===== src/rtl/i2c_rb_pkg.sv =====
// Package: shared types for the I2C register-bank target.
// Assumes: nothing beyond the standard language.
package i2c_rb_pkg;

    // Byte-engine states: receive phases, acknowledge slot, transmit, controller acknowledge.
    typedef enum logic [2:0] {
        ST_IDLE,
        ST_ADDR,
        ST_REG,
        ST_WDATA,
        ST_ACK,
        ST_TX,
        ST_MACK
    } eng_state_t;

endpackage


===== src/rtl/i2c_rb_lines.sv =====
// Module: i2c_rb_lines
// Brings SCL and SDA into the clk domain through two flops each. From the
// synchronised lines it derives single-cycle pulses for SCL edges and for bus
// START and STOP conditions.
// Assumes: clk is several times faster than SCL; both lines idle high.
module i2c_rb_lines (
    input  logic clk,
    input  logic rst_n,
    input  logic scl_i,
    input  logic sda_i,
    output logic scl_s,
    output logic sda_s,
    output logic scl_rise,
    output logic scl_fall,
    output logic start_det,
    output logic stop_det
);

    logic scl_m, sda_m;
    logic scl_q, sda_q;

    // Two-flop synchroniser plus one history stage for each line.
    always_ff @(posedge clk) begin
        if (!rst_n) begin
            scl_m <= 1'b1;
            sda_m <= 1'b1;
            scl_s <= 1'b1;
            sda_s <= 1'b1;
            scl_q <= 1'b1;
            sda_q <= 1'b1;
        end else begin
            scl_m <= scl_i;
            sda_m <= sda_i;
            scl_s <= scl_m;
            sda_s <= sda_m;
            scl_q <= scl_s;
            sda_q <= sda_s;
        end
    end

    // Edge and bus-condition decode from the current and previous samples.
    always_comb begin
        scl_rise  = scl_s & ~scl_q;
        scl_fall  = ~scl_s & scl_q;
        start_det = scl_s & scl_q & sda_q & ~sda_s;
        stop_det  = scl_s & scl_q & ~sda_q & sda_s;
    end

endmodule


===== src/rtl/i2c_rb_regfile.sv =====
// Module: i2c_rb_regfile
// Bank of NUM_REGS byte registers with one write port and one combinational
// read port. An index whose RO_MASK bit is set is a constant
// (RO_BASE + index), and writes to it have no effect.
// Assumes: NUM_REGS is a power of two; the caller never presents an index
// outside the bank.
module i2c_rb_regfile #(
    parameter int                     NUM_REGS = 8,
    parameter int                     PTR_W    = $clog2(NUM_REGS),
    parameter logic [NUM_REGS-1:0]    RO_MASK  = '0,
    parameter logic [7:0]             RO_BASE  = 8'hC0
) (
    input  logic             clk,
    input  logic             rst_n,
    input  logic             we,
    input  logic [PTR_W-1:0] waddr,
    input  logic [7:0]       wdata,
    input  logic [PTR_W-1:0] raddr,
    output logic [7:0]       rdata
);

    logic [7:0] cells [NUM_REGS];

    for (genvar i = 0; i < NUM_REGS; i++) begin : g_cell
        if (RO_MASK[i]) begin : g_ro
            // Read-only index: constant value derived from its position.
            assign cells[i] = RO_BASE + 8'(i);
        end else begin : g_rw
            logic [7:0] store;
            // Writable index: cleared by reset, loaded on a matching write.
            always_ff @(posedge clk) begin
                if (!rst_n)
                    store <= 8'h00;
                else if (we && waddr == PTR_W'(i))
                    store <= wdata;
            end
            assign cells[i] = store;
        end
    end

    // Read port: selected cell.
    always_comb rdata = cells[raddr];

endmodule


===== src/rtl/i2c_rb_engine.sv =====
// Module: i2c_rb_engine
// Byte-level protocol engine. It shifts in address and data bits on SCL
// rising edges and decides on the acknowledge. It owns the register pointer,
// issues register writes and shifts out read data, changing its drive only
// after SCL falls.
// Assumes: inputs come from i2c_rb_lines; rd_data is the register at ptr,
// available in the same cycle.
module i2c_rb_engine
    import i2c_rb_pkg::*;
#(
    parameter int         NUM_REGS = 8,
    parameter int         PTR_W    = $clog2(NUM_REGS),
    parameter logic [6:0] DEV_ADDR = 7'h2C
) (
    input  logic             clk,
    input  logic             rst_n,
    input  logic             sda_s,
    input  logic             scl_rise,
    input  logic             scl_fall,
    input  logic             start_det,
    input  logic             stop_det,
    input  logic [7:0]       rd_data,
    output logic             sda_oe,
    output logic [PTR_W-1:0] ptr,
    output logic             reg_we,
    output logic [PTR_W-1:0] reg_waddr,
    output logic [7:0]       reg_wdata
);

    eng_state_t state, ack_next;
    logic [6:0] rx_sh;
    logic [7:0] tx_sh;
    logic [2:0] bit_cnt;
    logic       ack_drv;
    logic       m_seen;
    logic       m_ack;
    logic [7:0] rx_byte;

    // Complete byte as it stands once the current bit is shifted in.
    always_comb rx_byte = {rx_sh, sda_s};

    // Next pointer value, wrapping at the end of the bank.
    function automatic logic [PTR_W-1:0] ptr_inc(input logic [PTR_W-1:0] p);
        return (p == PTR_W'(NUM_REGS - 1)) ? '0 : p + 1'b1;
    endfunction

    // Protocol state machine, shifters, pointer and write strobe.
    always_ff @(posedge clk) begin
        if (!rst_n) begin
            state     <= ST_IDLE;
            ack_next  <= ST_IDLE;
            rx_sh     <= '0;
            tx_sh     <= '0;
            bit_cnt   <= '0;
            ack_drv   <= 1'b0;
            m_seen    <= 1'b0;
            m_ack     <= 1'b0;
            sda_oe    <= 1'b0;
            ptr       <= '0;
            reg_we    <= 1'b0;
            reg_waddr <= '0;
            reg_wdata <= '0;
        end else begin
            reg_we <= 1'b0;
            if (start_det) begin
                state   <= ST_ADDR;
                bit_cnt <= '0;
                sda_oe  <= 1'b0;
                ack_drv <= 1'b0;
                m_seen  <= 1'b0;
            end else if (stop_det) begin
                state   <= ST_IDLE;
                sda_oe  <= 1'b0;
                ack_drv <= 1'b0;
                m_seen  <= 1'b0;
            end else begin
                case (state)
                    ST_ADDR, ST_REG, ST_WDATA: begin
                        if (scl_rise) begin
                            rx_sh   <= rx_byte[6:0];
                            bit_cnt <= bit_cnt + 1'b1;
                            if (bit_cnt == 3'd7) begin
                                if (state == ST_ADDR) begin
                                    if (rx_byte[7:1] == DEV_ADDR) begin
                                        state    <= ST_ACK;
                                        ack_next <= rx_byte[0] ? ST_TX : ST_REG;
                                    end else begin
                                        state <= ST_IDLE;
                                    end
                                end else if (state == ST_REG) begin
                                    ptr      <= rx_byte[PTR_W-1:0];
                                    state    <= ST_ACK;
                                    ack_next <= ST_WDATA;
                                end else begin
                                    reg_we    <= 1'b1;
                                    reg_waddr <= ptr;
                                    reg_wdata <= rx_byte;
                                    ptr       <= ptr_inc(ptr);
                                    state     <= ST_ACK;
                                    ack_next  <= ST_WDATA;
                                end
                            end
                        end
                    end
                    ST_ACK: begin
                        if (scl_fall) begin
                            if (!ack_drv) begin
                                sda_oe  <= 1'b1;
                                ack_drv <= 1'b1;
                            end else begin
                                ack_drv <= 1'b0;
                                state   <= ack_next;
                                bit_cnt <= '0;
                                if (ack_next == ST_TX) begin
                                    tx_sh  <= rd_data;
                                    sda_oe <= ~rd_data[7];
                                end else begin
                                    sda_oe <= 1'b0;
                                end
                            end
                        end
                    end
                    ST_TX: begin
                        if (scl_rise) begin
                            bit_cnt <= bit_cnt + 1'b1;
                            if (bit_cnt == 3'd7) begin
                                ptr    <= ptr_inc(ptr);
                                state  <= ST_MACK;
                                m_seen <= 1'b0;
                            end
                        end else if (scl_fall) begin
                            tx_sh  <= {tx_sh[6:0], 1'b0};
                            sda_oe <= ~tx_sh[6];
                        end
                    end
                    ST_MACK: begin
                        if (scl_fall && !m_seen) begin
                            sda_oe <= 1'b0;
                        end else if (scl_rise) begin
                            m_ack  <= ~sda_s;
                            m_seen <= 1'b1;
                        end else if (scl_fall) begin
                            m_seen <= 1'b0;
                            if (m_ack) begin
                                state   <= ST_TX;
                                bit_cnt <= '0;
                                tx_sh   <= rd_data;
                                sda_oe  <= ~rd_data[7];
                            end else begin
                                state <= ST_IDLE;
                            end
                        end
                    end
                    default: ;
                endcase
            end
        end
    end

endmodule


===== src/rtl/i2c_regbank_target.sv =====
// Module: i2c_regbank_target
// I2C target giving a bus controller pointer-based access to a byte register
// bank. It chains the line conditioner, the protocol engine and the register
// array.
// Assumes: NUM_REGS is a power of two; SDA is open-drain and sda_oe = 1
// pulls it low.
module i2c_regbank_target #(
    parameter int                  NUM_REGS = 8,
    parameter logic [6:0]          DEV_ADDR = 7'h2C,
    parameter logic [NUM_REGS-1:0] RO_MASK  = NUM_REGS'(1) << (NUM_REGS - 1),
    parameter logic [7:0]          RO_BASE  = 8'hC0
) (
    input  logic clk,
    input  logic rst_n,
    input  logic scl_i,
    input  logic sda_i,
    output logic sda_oe
);

    localparam int PTR_W = $clog2(NUM_REGS);

    logic             scl_s, sda_s;
    logic             scl_rise, scl_fall, start_det, stop_det;
    logic [PTR_W-1:0] ptr;
    logic             reg_we;
    logic [PTR_W-1:0] reg_waddr;
    logic [7:0]       reg_wdata;
    logic [7:0]       rd_data;

    i2c_rb_lines u_lines (
        .clk       (clk),
        .rst_n     (rst_n),
        .scl_i     (scl_i),
        .sda_i     (sda_i),
        .scl_s     (scl_s),
        .sda_s     (sda_s),
        .scl_rise  (scl_rise),
        .scl_fall  (scl_fall),
        .start_det (start_det),
        .stop_det  (stop_det)
    );

    i2c_rb_engine #(
        .NUM_REGS (NUM_REGS),
        .PTR_W    (PTR_W),
        .DEV_ADDR (DEV_ADDR)
    ) u_engine (
        .clk       (clk),
        .rst_n     (rst_n),
        .sda_s     (sda_s),
        .scl_rise  (scl_rise),
        .scl_fall  (scl_fall),
        .start_det (start_det),
        .stop_det  (stop_det),
        .rd_data   (rd_data),
        .sda_oe    (sda_oe),
        .ptr       (ptr),
        .reg_we    (reg_we),
        .reg_waddr (reg_waddr),
        .reg_wdata (reg_wdata)
    );

    i2c_rb_regfile #(
        .NUM_REGS (NUM_REGS),
        .PTR_W    (PTR_W),
        .RO_MASK  (RO_MASK),
        .RO_BASE  (RO_BASE)
    ) u_regs (
        .clk   (clk),
        .rst_n (rst_n),
        .we    (reg_we),
        .waddr (reg_waddr),
        .wdata (reg_wdata),
        .raddr (ptr),
        .rdata (rd_data)
    );

endmodule


===== config.mk =====
export PLATFORM = sky130hd
export DESIGN_NAME = i2c_regbank_target
export DESIGN_NICKNAME = d
export VERILOG_FILES = /design/src/rtl/i2c_rb_pkg.sv /design/src/rtl/i2c_rb_lines.sv /design/src/rtl/i2c_rb_regfile.sv /design/src/rtl/i2c_rb_engine.sv /design/src/rtl/i2c_regbank_target.sv
export SDC_FILE = /design/constraint.sdc
export NUM_CORES = 1
export LEC_CHECK = 0
export CORE_MARGIN = 3
export CORE_UTILIZATION = 65
export DETAILED_ROUTE_END_ITERATION = 8
export PLACE_DENSITY_LB_ADDON = 0.2
export SLEW_MARGIN = 5
export SYNTH_ARGS = -nofsm -noshare
export SYNTH_HDL_FRONTEND = slang
export SYNTH_SLANG_ARGS = --single-unit
export TNS_END_PERCENT = 20

===== constraint.sdc =====
create_clock -name clk -period 6.2 [get_ports clk]
set_input_delay 1.24 -clock clk [delete_from_list [all_inputs] [get_ports clk]]
set_output_delay 1.24 -clock clk [all_outputs]
set_load 0.01 [all_outputs]

==> flow_metrics.tcl <==
set metrics [dict create \
    yosysUniqueCellTypes 57 \
    critPathLaunchType "primary input" \
    tritoncts_clock_tree "built" \
    hold_viol_final 0 \
    timing.critical_path.fanout_max 59 \
    worstSetupPathType "primary input to flip-flop" \
    syn-instance-count 550 \
    rows 30 \
    antenna_violating_nets_post_route 0 \
    syn_area_per_cell_sq_um 8.61 \
    final-max-slew-violation-count 0 \
    grt.met3_usage_pct 5.14 \
    port-buffer-count 4 \
    post_cts_resized 0 \
    setup_repair_after_global_routing_missed_its_margin "false" \
    final_cell_count_no_fill 628 \
    layout.nets 535 \
    worstSkewPairLatency_ps 370 \
    synthArstFlopShare_pct 0 \
    initial_core_utilization_pct 68.2 \
    worst_pin_slew_ps 1140 \
    globalRouteOverflowTotal 0 \
    cap_viol_max_count 0 \
    critPathArrivalTime_ps 3280 \
    path_clk_slew_ps 100 \
    cts-buffers-inserted 9 \
    syn-cell-area_sq_mm 0.00473 \
    grt_first_pass_wirelength_um 17100 \
    max_freq_mhz 328 \
    clock-sinks 104 \
    p_leak_nw 1.62 \
    ir_drop_mv 0.192 \
    globalplace.congestion 0.838 \
    antenna_violations_before_repair 0 \
    floorplan.die.width_um 91.3 \
    clock_tree.root_cell "clkbuf_8" \
    post-route-util_pct 71.3 \
    clockBufferDepth 2 \
    synth.yosys.seq_area_share_pct 44.0 \
    post-cts-setup-buffers 0 \
    power_frac_seq_pct 60.4 \
    power.density_mw_per_mm2 225 \
    flow.area_growth_from_synthesis_pct 4.57 \
    route.detailed.vias_per_inst 6.14 \
    floorplan.io_pins 5 \
    place_ws_ps 2780 \
    grt_use_met2_pct 39.8 \
    initialDrtViolationCount 354 \
    layout.cell_area.non_filler_sq_mm 0.00495 \
    skew_ps 8.80 \
    dieHeight_um 91.3 \
    timing.final.crit_period_ps 3050 \
    synth_nets 558 \
    remaining_drc_errors 0 \
    cellInternalPower_mw 0.864 \
    status "finished clean" \
    critPathRequiredTime_ps 6430 \
    switching_share_pct 22.4 \
    synth_seq_cells 104 \
    grt_util_met1_pct 36.7 \
    drt-wirelength-per-cell_um 16.6 \
    number_of_hold_buffers_added_after_cts 0 \
    grt.total_usage_pct 25.8 \
    slew_headroom_pct 23.3 \
    hold_class "flip-flop to flip-flop" \
    setup-violations-final 0 \
    setup_ws_ps 3150 \
    p_clk_share_pct 37.9 \
    timing.final.crit_share_pct 49.2 \
    dr_pass1_iterations 5 \
    netSwitchingPower_mw 0.249 \
    worst_setup_path_end_kind "flip-flop" \
    yosys_warnings 0 \
    postRouteWirelength_um 10400 \
    die_area_sq_mm 0.00834 \
    ant_diodes 0 \
    fin_setup_tns_ps 0 \
    synth_flop_cell "dfxtp_1" \
    place.detailed.instances 612 \
    grt_max_degree 60 \
    dp_hpwl_um 7060 \
    synth_enable_flop_cells 0 \
    drive_above_1_share_pct 7.33 \
    combPwrFrac_pct 1.8 \
    via_count 3855 \
    maximum_level_of_the_cts_h_tree 3 \
    placed_area_sq_mm 0.00476 \
    core_region_area_sq_mm 0.00694 \
    grt_pass1_vias 3433 \
    global_route.peak_usage_layer "met2" \
]
placed cells by master, fill, tap and decap left out, types with 3 or more instances in the layout:
| cell | instances |
|---|---|
| nor2b_1 | 6 |
| and3_1 | 5 |
| nand3_1 | 10 |
| mux2_2 | 5 |
| o211ai_1 | 6 |
| ha_1 | 4 |
| and3b_1 | 4 |
| clkdlybuf4s50_1 | 4 |
| clkbuf_8 | 9 |
| mux4_2 | 8 |
| dfxtp_1 | 104 |
| nand3b_1 | 4 |
| a211oi_1 | 5 |
| o22ai_1 | 3 |
| nand2b_1 | 18 |
| o21ai_0 | 10 |
| buf_4 | 3 |
| nand2_1 | 113 |
| o2111ai_1 | 3 |
| nor3_1 | 6 |
| a21oi_1 | 59 |
| mux2i_1 | 36 |
| nor2_1 | 40 |
| and2_1 | 3 |
| inv_1 | 9 |
| a311oi_1 | 4 |
| o221ai_1 | 8 |
critical path: stages:
cell and delay [ps]:
clkdlybuf4s50_1 800, inv_2 520, buf_4 580, a21oi_1 100
registers in the layout (all words and copies together) (netlist names), 3 cells and up:
name	count
u_engine.bit_cnt	3
u_engine.state	3
u_engine.ack_next	3
u_engine.rx_sh	7
u_engine.reg_waddr	3
u_regs.g_cell.g_rw.store	56
u_engine.reg_wdata	8
u_engine.ptr	3
u_engine.tx_sh	7
worst paths after layout:
check | startpoint | end | slack (ps) | depth (start not counted)
hold reg to reg | u_lines.scl_m | u_lines.scl_s | 420 | 1
setup reg to reg | u_engine.state[2] | u_engine.bit_cnt[1] | 3730 | 4
setup / recovery | rst_n | u_regs.g_cell[5].g_rw.store[7] | 3150 | 4
hold / removal | u_lines.scl_m | u_lines.scl_s | 420 | 1
power groups by stage:
stage	sequential (mW)	combinational, mW	clock [mW]
floorplan	0.685	0.0161	0
global placement	0.687	0.0189	0
detailed placement	0.687	0.0194	0
CTS	0.672	0.0195	0.426
global route	0.672	0.0214	0.451
finish	0.672	0.0196	0.422
metal layers:
metal  vias up  part of all wire, %
met4         0                  1.3
met5         -                    0
met2       149                   47
met1      1822                   44
li1       1870                    -
met3        14                  7.1
cells in the mapped netlist, drive strengths merged, types with 3 or more instances:
master | n | area (sq um)
nor3 | 6 | 30.0
and2 | 3 | 18.8
mux4 | 8 | 180
mux2 | 5 | 56.3
nor2b | 6 | 37.5
a311oi | 4 | 35.0
and3b | 5 | 45.0
and3 | 5 | 31.3
o22ai | 3 | 18.8
dfxtp | 104 | 2080
nor2 | 41 | 156
a211oi | 5 | 37.5
nand2 | 113 | 424
nand2b | 18 | 113
o221a | 3 | 33.8
a21oi | 59 | 295
nand3b | 5 | 50.1
o21ai | 10 | 50.1
o211ai | 6 | 45.0
nand3 | 10 | 50.1
inv | 10 | 37.5
ha | 4 | 50.1
o221ai | 8 | 70.1
clkbuf | 33 | 126
buf | 8 | 40.0
mux2i | 36 | 360
o2111ai | 3 | 26.3
nor4 | 3 | 18.8
cell families after synthesis:
| family | share of synthesized area, % |
|---|---|
| xor+xnor | 0.370 |
| buf+inv | 4.31 |
| flops | 44.0 |
| mux | 12.6 |
| compound gates | 14.9 |
| simple gates | 22.8 |
| fa+ha+maj | 1.06 |
area by class of cell:
| type | count | area (sq um) |
|---|---|---|
| clock inverter | 6 | 66.3 |
| sequential | 104 | 2080 |
| multi-input combinational | 395 | 2450 |
| fill | 541 | 1990 |
| timing repair buffer | 7 | 62.6 |
| inverter | 10 | 37.5 |
| tap | 96 | 120 |
| clock buffer | 10 | 128 |
per-stage QoR:
stage                     hold slack (ps)  power (mW)
after floorplan                       386       0.701
after global placement                388       0.706
after detailed placement              395       0.707
after CTS                             421        1.12
after global routing                  438        1.14
final                                 419        1.11
No activity file was read; power rests on OpenSTA's default activity.
